--- src/rtl/prof_arm_pkg.sv ---
package prof_arm_pkg;
   typedef enum logic [1:0] {
      ALN_END   = 2'b00,
      ALN_MID   = 2'b01,
      ALN_BEGIN = 2'b10,
      ALN_SPARE = 2'b11
   } align_e;

   typedef enum logic [1:0] {
      ST_IDLE = 2'd0,
      ST_WAIT = 2'd1,
      ST_CAPT = 2'd2,
      ST_HALT = 2'd3
   } cap_st_e;
endpackage

--- src/rtl/prof_align_decode.sv ---
module prof_align_decode
   import prof_arm_pkg::*;
#(
   parameter int ALIGN_W    = 2,
   parameter bit MID_AS_END = 1'b1
) (
   input  logic [ALIGN_W-1:0] align_raw,
   output logic               wait_final
);
   generate
      if (ALIGN_W != 2) begin : g_bad_w
         $error("prof_align_decode: ALIGN_W must be 2");
      end
   endgenerate

   align_e mode;
   assign mode = align_e'(align_raw);

   generate
      if (MID_AS_END) begin : g_mid_end
         always_comb begin
            wait_final = (mode == ALN_BEGIN);
         end
      end else begin : g_mid_begin
         always_comb begin
            wait_final = (mode == ALN_BEGIN) || (mode == ALN_MID);
         end
      end
   endgenerate

   // mid code falls back to end alignment
   always_comb begin
      if (MID_AS_END && mode == ALN_MID) begin
         p_mid_fallback_r3: assert (!wait_final);
      end
   end
endmodule

--- src/rtl/prof_arm_track.sv ---
module prof_arm_track (
   input  logic clk,
   input  logic rst_n,
   input  logic arm_req,
   input  logic disarm,
   output logic armed_q
);
   always_ff @(posedge clk or negedge rst_n) begin
      if (!rst_n) begin
         armed_q <= 1'b0;
      end else if (disarm) begin
         armed_q <= 1'b0;
      end else if (arm_req) begin
         armed_q <= 1'b1;
      end
   end

   p_disarm_clears_r7: assert property (@(posedge clk) disable iff (!rst_n)
      disarm |=> !armed_q);
endmodule

--- src/rtl/prof_cap_fsm.sv ---
module prof_cap_fsm
   import prof_arm_pkg::*;
(
   input  logic clk,
   input  logic rst_n,
   input  logic prof_en,
   input  logic wait_final,
   input  logic arm_req,
   input  logic armed_q,
   input  logic seq_final,
   input  logic disarm,
   input  logic buf_ovf,
   output logic cap_en
);
   cap_st_e st_q, st_d;
   logic    start;

   assign start = prof_en && (arm_req || armed_q);

   always_comb begin
      st_d = st_q;
      unique case (st_q)
         ST_IDLE: begin
            if (start && !disarm && !buf_ovf) begin
               st_d = wait_final ? ST_WAIT : ST_CAPT;
            end
         end
         ST_WAIT: begin
            if (disarm || !prof_en) begin
               st_d = ST_IDLE;
            end else if (seq_final) begin
               st_d = ST_CAPT;
            end
         end
         ST_CAPT: begin
            if (disarm || !prof_en) begin
               st_d = ST_IDLE;
            end else if (buf_ovf) begin
               st_d = ST_HALT;
            end
         end
         ST_HALT: begin
            if (disarm) begin
               st_d = ST_IDLE;
            end
         end
         default: st_d = ST_IDLE;
      endcase
   end

   always_ff @(posedge clk or negedge rst_n) begin
      if (!rst_n) begin
         st_q <= ST_IDLE;
      end else begin
         st_q <= st_d;
      end
   end

   assign cap_en = (st_q == ST_CAPT) && prof_en && !buf_ovf && !disarm;

   p_ovf_cuts_r6: assert property (@(posedge clk) disable iff (!rst_n)
      buf_ovf |-> !cap_en);
   p_ovf_holds_r6: assert property (@(posedge clk) disable iff (!rst_n)
      (buf_ovf && !disarm && !arm_req && (st_q == ST_CAPT)) |=> !cap_en);
   p_disarm_cuts_r7: assert property (@(posedge clk) disable iff (!rst_n)
      disarm |=> !cap_en);
   p_noprof_r8: assert property (@(posedge clk) disable iff (!rst_n)
      !prof_en |-> !cap_en);
   p_start_armed_r2: assert property (@(posedge clk) disable iff (!rst_n)
      $rose(cap_en) |-> armed_q);
   p_begin_waits_r4: assert property (@(posedge clk) disable iff (!rst_n)
      ((st_q == ST_WAIT) && !seq_final) |=> !cap_en);
endmodule

--- src/rtl/prof_drain_guard.sv ---
module prof_drain_guard #(
   parameter int              CODE_W   = 8,
   parameter logic [CODE_W-1:0] OVR_CODE = 8'hEE
) (
   input  logic              clk,
   input  logic              rst_n,
   input  logic              armed_q,
   input  logic              tx_active,
   input  logic [CODE_W-1:0] rd_in,
   output logic              wr_block,
   output logic [CODE_W-1:0] rd_out
);
   generate
      if (CODE_W < 1) begin : g_bad_w
         $error("prof_drain_guard: CODE_W must be positive");
      end
   endgenerate

   logic draining;
   assign draining = !armed_q && tx_active;
   assign wr_block = draining;
   assign rd_out   = draining ? OVR_CODE : rd_in;

   p_armed_pass_r12: assert property (@(posedge clk) disable iff (!rst_n)
      armed_q |-> (rd_out == rd_in));
   p_idle_tx_r11: assert property (@(posedge clk) disable iff (!rst_n)
      !tx_active |-> !wr_block);
endmodule

--- src/rtl/prof_arm_ctrl.sv ---
module prof_arm_ctrl
   import prof_arm_pkg::*;
#(
   parameter int                ALIGN_W    = 2,
   parameter int                CODE_W     = 8,
   parameter logic [CODE_W-1:0] OVR_CODE   = 8'hEE,
   parameter bit                MID_AS_END = 1'b1
) (
   input  logic              clk,
   input  logic              rst_n,
   input  logic              cfg_prof_en,
   input  logic              cfg_pin_en,
   input  logic [ALIGN_W-1:0] cfg_align,
   input  logic              arm_req,
   input  logic              seq_final,
   input  logic              disarm,
   input  logic              buf_ovf,
   input  logic              tx_active,
   input  logic              ext_gate,
   input  logic [CODE_W-1:0] trc_rd_data,
   output logic              cap_en,
   output logic              pins_en,
   output logic              gate_pass,
   output logic              wr_block,
   output logic [CODE_W-1:0] rd_data
);
   logic wait_final;
   logic armed_q;

   prof_align_decode #(.ALIGN_W(ALIGN_W), .MID_AS_END(MID_AS_END)) u_dec (
      .align_raw (cfg_align),
      .wait_final(wait_final)
   );

   prof_arm_track u_arm (
      .clk    (clk),
      .rst_n  (rst_n),
      .arm_req(arm_req),
      .disarm (disarm),
      .armed_q(armed_q)
   );

   prof_cap_fsm u_fsm (
      .clk       (clk),
      .rst_n     (rst_n),
      .prof_en   (cfg_prof_en),
      .wait_final(wait_final),
      .arm_req   (arm_req),
      .armed_q   (armed_q),
      .seq_final (seq_final),
      .disarm    (disarm),
      .buf_ovf   (buf_ovf),
      .cap_en    (cap_en)
   );

   prof_drain_guard #(.CODE_W(CODE_W), .OVR_CODE(OVR_CODE)) u_guard (
      .clk      (clk),
      .rst_n    (rst_n),
      .armed_q  (armed_q),
      .tx_active(tx_active),
      .rd_in    (trc_rd_data),
      .wr_block (wr_block),
      .rd_out   (rd_data)
   );

   assign pins_en   = cfg_pin_en && cfg_prof_en;
   assign gate_pass = (cfg_prof_en && armed_q) ? 1'b1 : ext_gate;

   p_pins_r9: assert property (@(posedge clk) disable iff (!rst_n)
      pins_en |-> (cfg_prof_en && cfg_pin_en));
   p_gate_forced_r10: assert property (@(posedge clk) disable iff (!rst_n)
      (cfg_prof_en && armed_q) |-> gate_pass);
   p_drain_code_r12: assert property (@(posedge clk) disable iff (!rst_n)
      wr_block |-> (rd_data == OVR_CODE));
endmodule

--- config.mk ---
export PLATFORM = sky130hd
export DESIGN_NAME = prof_arm_ctrl
export DESIGN_NICKNAME = d
export VERILOG_FILES = /design/src/rtl/prof_arm_pkg.sv /design/src/rtl/prof_align_decode.sv /design/src/rtl/prof_arm_track.sv /design/src/rtl/prof_cap_fsm.sv /design/src/rtl/prof_drain_guard.sv /design/src/rtl/prof_arm_ctrl.sv
export SDC_FILE = /design/constraint.sdc
export NUM_CORES = 1
export LEC_CHECK = 0
export BUFFER_PORTS_ARGS = -buffer_cell sky130_fd_sc_hd__buf_2
export CAP_MARGIN = 30
export CORE_AREA = 5 5 42 44
export CTS_CLUSTER_SIZE = 30
export DETAILED_ROUTE_END_ITERATION = 12
export DIE_AREA = 0 0 47 49
export GPL_TIMING_DRIVEN = 1
export HOLD_SLACK_MARGIN = 0.15
export SLEW_MARGIN = 25
export SYNTH_ARGS = -nofsm -noshare
export SYNTH_HDL_FRONTEND = slang
export SYNTH_SLANG_ARGS = --single-unit
export TNS_END_PERCENT = 50
--- constraint.sdc ---
create_clock -name clk -period 1.3 [get_ports clk]
set_input_delay 0.065 -clock clk [delete_from_list [all_inputs] [get_ports clk]]
set_output_delay 0.065 -clock clk [all_outputs]
set_load 0.01 [all_outputs]
==> reports/qor_table.md <==
| Step | Quantity | This run |
| --- | --- | --- |
| timing | Crit share post-route | 88.1% |
| timing | RSZ-0062 raised after global routing | false |
| pwr | Relative contribution of combinational cells to total power | 32.7% |
| floorplanning | Area enclosed by the die boundary | 2300 um2 |
| pwr | Part of the total power dissipated in the clock network | 40.9% |
| floorplanning | # IOs | 32 |
| logic synthesis | Count of cell types in the netlist | 17 |
| logic synthesis | Largest family of logic cells by synthesized area | simple AND/OR/NAND/NOR gates |
| routing | Number of DRC violations after detailed-routing iteration 0 | 6 |
| setup path | Critical path class | reg -> out |
| pwr | Proportion of power drawn by flip-flops and latches | 26.4% |
| cts | CTS Root Buffer Type | clkbuf_4 |
| global route | Initial antenna violation count | 0 |
| logic synthesis | Xor/xnor share of the synthesized area | 0% |
| timing | Final setup violation count | 0 |
| layout | Area added between synthesis and finish | 96.0% |
| logic synthesis | Count of mapped cells out of synthesis | 34 |
| pwr | Switching power share of the total | 27.5% |
| placed design | Final HPWL from detailed placement | 785 um |
| setup path | Largest driver fanout on the critical path | 9 |
| logic synthesis | Mux cell area share after synthesis | 0% |
| global route | Via count of the first global-routing pass | 398 |
| setup path | WP data required | 1.24 ns |
| cts | Buffers from clock root to sink, at most | 2 |
| run status | Run status | finished clean |
| setup path | Worst R2R End | u_fsm.st_q[0] |
| floorplanning | Core region area | 1400 um2 |
| timing | Min Tclk post-route | 1.15 ns |
| layout | Number of fill cells in the layout | 158 |
| layout | Count of non-filler cells in the finished layout | 91 |
| routing | Routed len/inst | 11.2 um |
| pwr | Pwr dens | 721 nW/um2 |
| worst hold path | Class of the worst hold path | in -> reg |
| placed design | Placed cell count | 81 |
| pwr | Leak | 0.299 nW |
| logic synthesis | Synth Area in Simple Gates | 59.4% |
| placed design | # port buffers | 31 |
| routing | Post-detailed-route count of antenna-violating nets | 0 |
| cts | Number of buffers added by the clock tree synthesis step | 3 |
| routing | Residual DRC count | 0 |
| global route | Total global routing overflow | 0 |
| floorplanning | Die extent in x | 47 um |
| layout | Final core area utilization | 39.2% |
| timing | Relative slew slack | 86.8% |
| timing | Worst Tran Pin Value | 0.197 ns |
| routing | Total vias in the final route | 395 |
| global route | Global-route wire length before repair | 1.50 mm |
| setup path | Crit path from | u_arm.armed_q |
| logic synthesis | Average size of a mapped cell | 8.24 um2 |
| logic synthesis | Post-synthesis compound-gate area fraction | 12.5% |
| timing | Summed negative setup slack over all endpoints | 0 ns |
| global route | Pin count of the biggest net entering global routing | 10 |
| layout | Diode count | 0 |
| logic synthesis | Area of the mapped netlist | 280 um2 |
| placed design | Final RePlAce weighted congestion | 0.721 |
| floorplanning | Number of core rows | 14 |
| worst hold path | WHS Path Cells | 3 |
| layout | Net count reported at finish | 96 |
| logic synthesis | Seq/Total Area, Yosys | 26.8% |
| routing | Via density per instance | 4.34 |
| timing | Final hold violations | 0 |
| flow run | Max-Cap Viols | 0 |
| layout | Most common cell after layout, fill and taps aside | buf_2 |
| logic synthesis | Synthesized-area fraction occupied by adder cells | 0% |
| timing | Post-Route Skew | 0.00358 ns |
| timing | Achievable clock frequency | 873 MHz |
| cts | Htree depth | 1 |
| setup path | Register-to-register setup slack | 0.34 ns |
| logic synthesis | Number of storage elements in the synthesis netlist | 3 |
| routing | First-pass DRT Iterations | 4 |
| layout | Most frequent cells in the layout | buf_2 (31), nand2b_1 (7), dlygate4sd3_1 (6) |
| setup path | Destination of the critical timing path | rd_data[0] |
| pwr | Switching pwr | 0.000109 W |
| timing | Final Max Slew Viols | 0 |
| cts | CTS tree | built |
| floorplanning | Die height | 49 um |
| logic synthesis | Synth warn | 0 |
| setup path | Launching element type of the critical path | flop |
| pwr | Int Pwr | 0.000287 W |
| pwr | Worst IR drop on VDD | 0.712 mV |
| routing | Routed wire length | 1.02 mm |
| floorplanning | Effective utilization at floorplan | 20.0% |
| setup path | Critical path arrival | 1.08 ns |
| cts | Insertion delay to the later sink of the worst-skew pair | 0.23 ns |
| layout | Ratio of cells with drive above 1 in the final layout | 49.3% |
| cts | Clk sinks | 3 |
| setup path | Reg-to-Reg Start | u_arm.armed_q |
| setup path | Crit. End Element | output port |
| cts | Clock transition at the registers of the reported paths | 0.04 ns |
| logic synthesis | Post-Syn Nets | 54 |
| setup path | Worst Reg-to-Reg Cells | 3 |
| global route | Global Route Usage Sum | 9.16% |
==> worst min path at each step <==
stage / slack (ns) / to / startpoint
after detailed placement: -0.14 / u_fsm.st_q[1] / rst_n
after floorplan: -0.23 / u_arm.armed_q / rst_n
after global placement: -0.14 / u_fsm.st_q[1] / rst_n
after global routing: 0.19 / u_fsm.st_q[0] / cfg_prof_en
final: 0.17 / u_fsm.st_q[0] / cfg_prof_en
after CTS: 0.17 / u_fsm.st_q[0] / cfg_prof_en
==> power groups by stage <==
stage | sequential (W) | combinational (W) | clock (W)
5_1_grt | 0.000106 | 0.000143 | 0.000180
3_5_place_dp | 0.000105 | 0.000113 | 0
4_1_cts | 0.000104 | 0.000126 | 0.000169
6_report | 0.000104 | 0.000130 | 0.000162
3_3_place_gp | 0.000105 | 0.000111 | 0
2_1_floorplan | 0.000104 | 0.0000536 | 0
==> state kept, by name (all words and copies together) (netlist names) <==
signal / cells
u_arm.armed_q: 1
u_fsm.st_q: 2
==> area by class of cell <==
class                           instances  area (um2)  area share, %
Clock buffer                            4        26.3           4.78
Tap cell                               16        20.0           3.64
Inverter                                1        3.75          0.683
Sequential cell                         3        75.1           13.7
Timing Repair Buffer                   37         215           39.2
Multi-Input combinational cell         30         209           38.0
==> routing by layer <==
metal  GRT usage (%)  wire, um  share of wire [%]
met1            7.49       306                 30
met2            17.6       572                 56
met3            1.11       124                 12
met4            6.91        12                1.2
met5               0         0                  0
==> cell usage after synthesis <==
library cell | number | area (um2)
nor2b_1 | 2 | 12.5
a21oi_1 | 2 | 10.0
and2_1 | 3 | 18.8
a22oi_2 | 1 | 12.5
inv_1 | 1 | 3.75
dfrtp_1 | 3 | 75.1
nand3_1 | 2 | 10.0
nand4bb_1 | 1 | 11.3
and2b_1 | 2 | 15.0
nor3b_2 | 1 | 12.5
a21o_1 | 1 | 7.51
and3b_1 | 1 | 8.76
nand2b_1 | 8 | 50.1
nand4b_1 | 1 | 8.76
o21ai_0 | 1 | 5.00
nor2_1 | 3 | 11.3
nand3b_1 | 1 | 7.51
==> logic make-up (layout without fill, tap and decap cells) <==
logic type | Yosys count | count (layout)
AND/OR/NAND/NOR | 25 | 25
AO/OA/AOI/OAI | 5 | 5
flip-flops | 3 | 3
buffers and inverters | 1 | 42
==> timing repair <==
item,4_1_cts,5_1_grt
endpoints found under the hold margin,6,0
setup endpoints to repair,0,2
gates resized for setup,0,2
buffers inserted,0,0
hold buffers,6,0
==> stage by stage <==
stage	worst slack (ns)	power [W]	cell area, um2	hold WS (ns)
after global routing	0.0840	0.000429	549	0.187
after global placement	0.290	0.000216	455	-0.137
after detailed placement	0.253	0.000218	455	-0.138
after CTS	0.00493	0.000400	542	0.169
final	0.154	0.000396	549	0.169
after floorplan	0.411	0.000157	280	-0.231
==> worst max-delay path: stages (launching register included) <==
cell	delay, ns
dfrtp_1	0.39
nand2b_4	0.18
and2_1	0.16
buf_2	0.13
(Power assumes the default switching activity.)
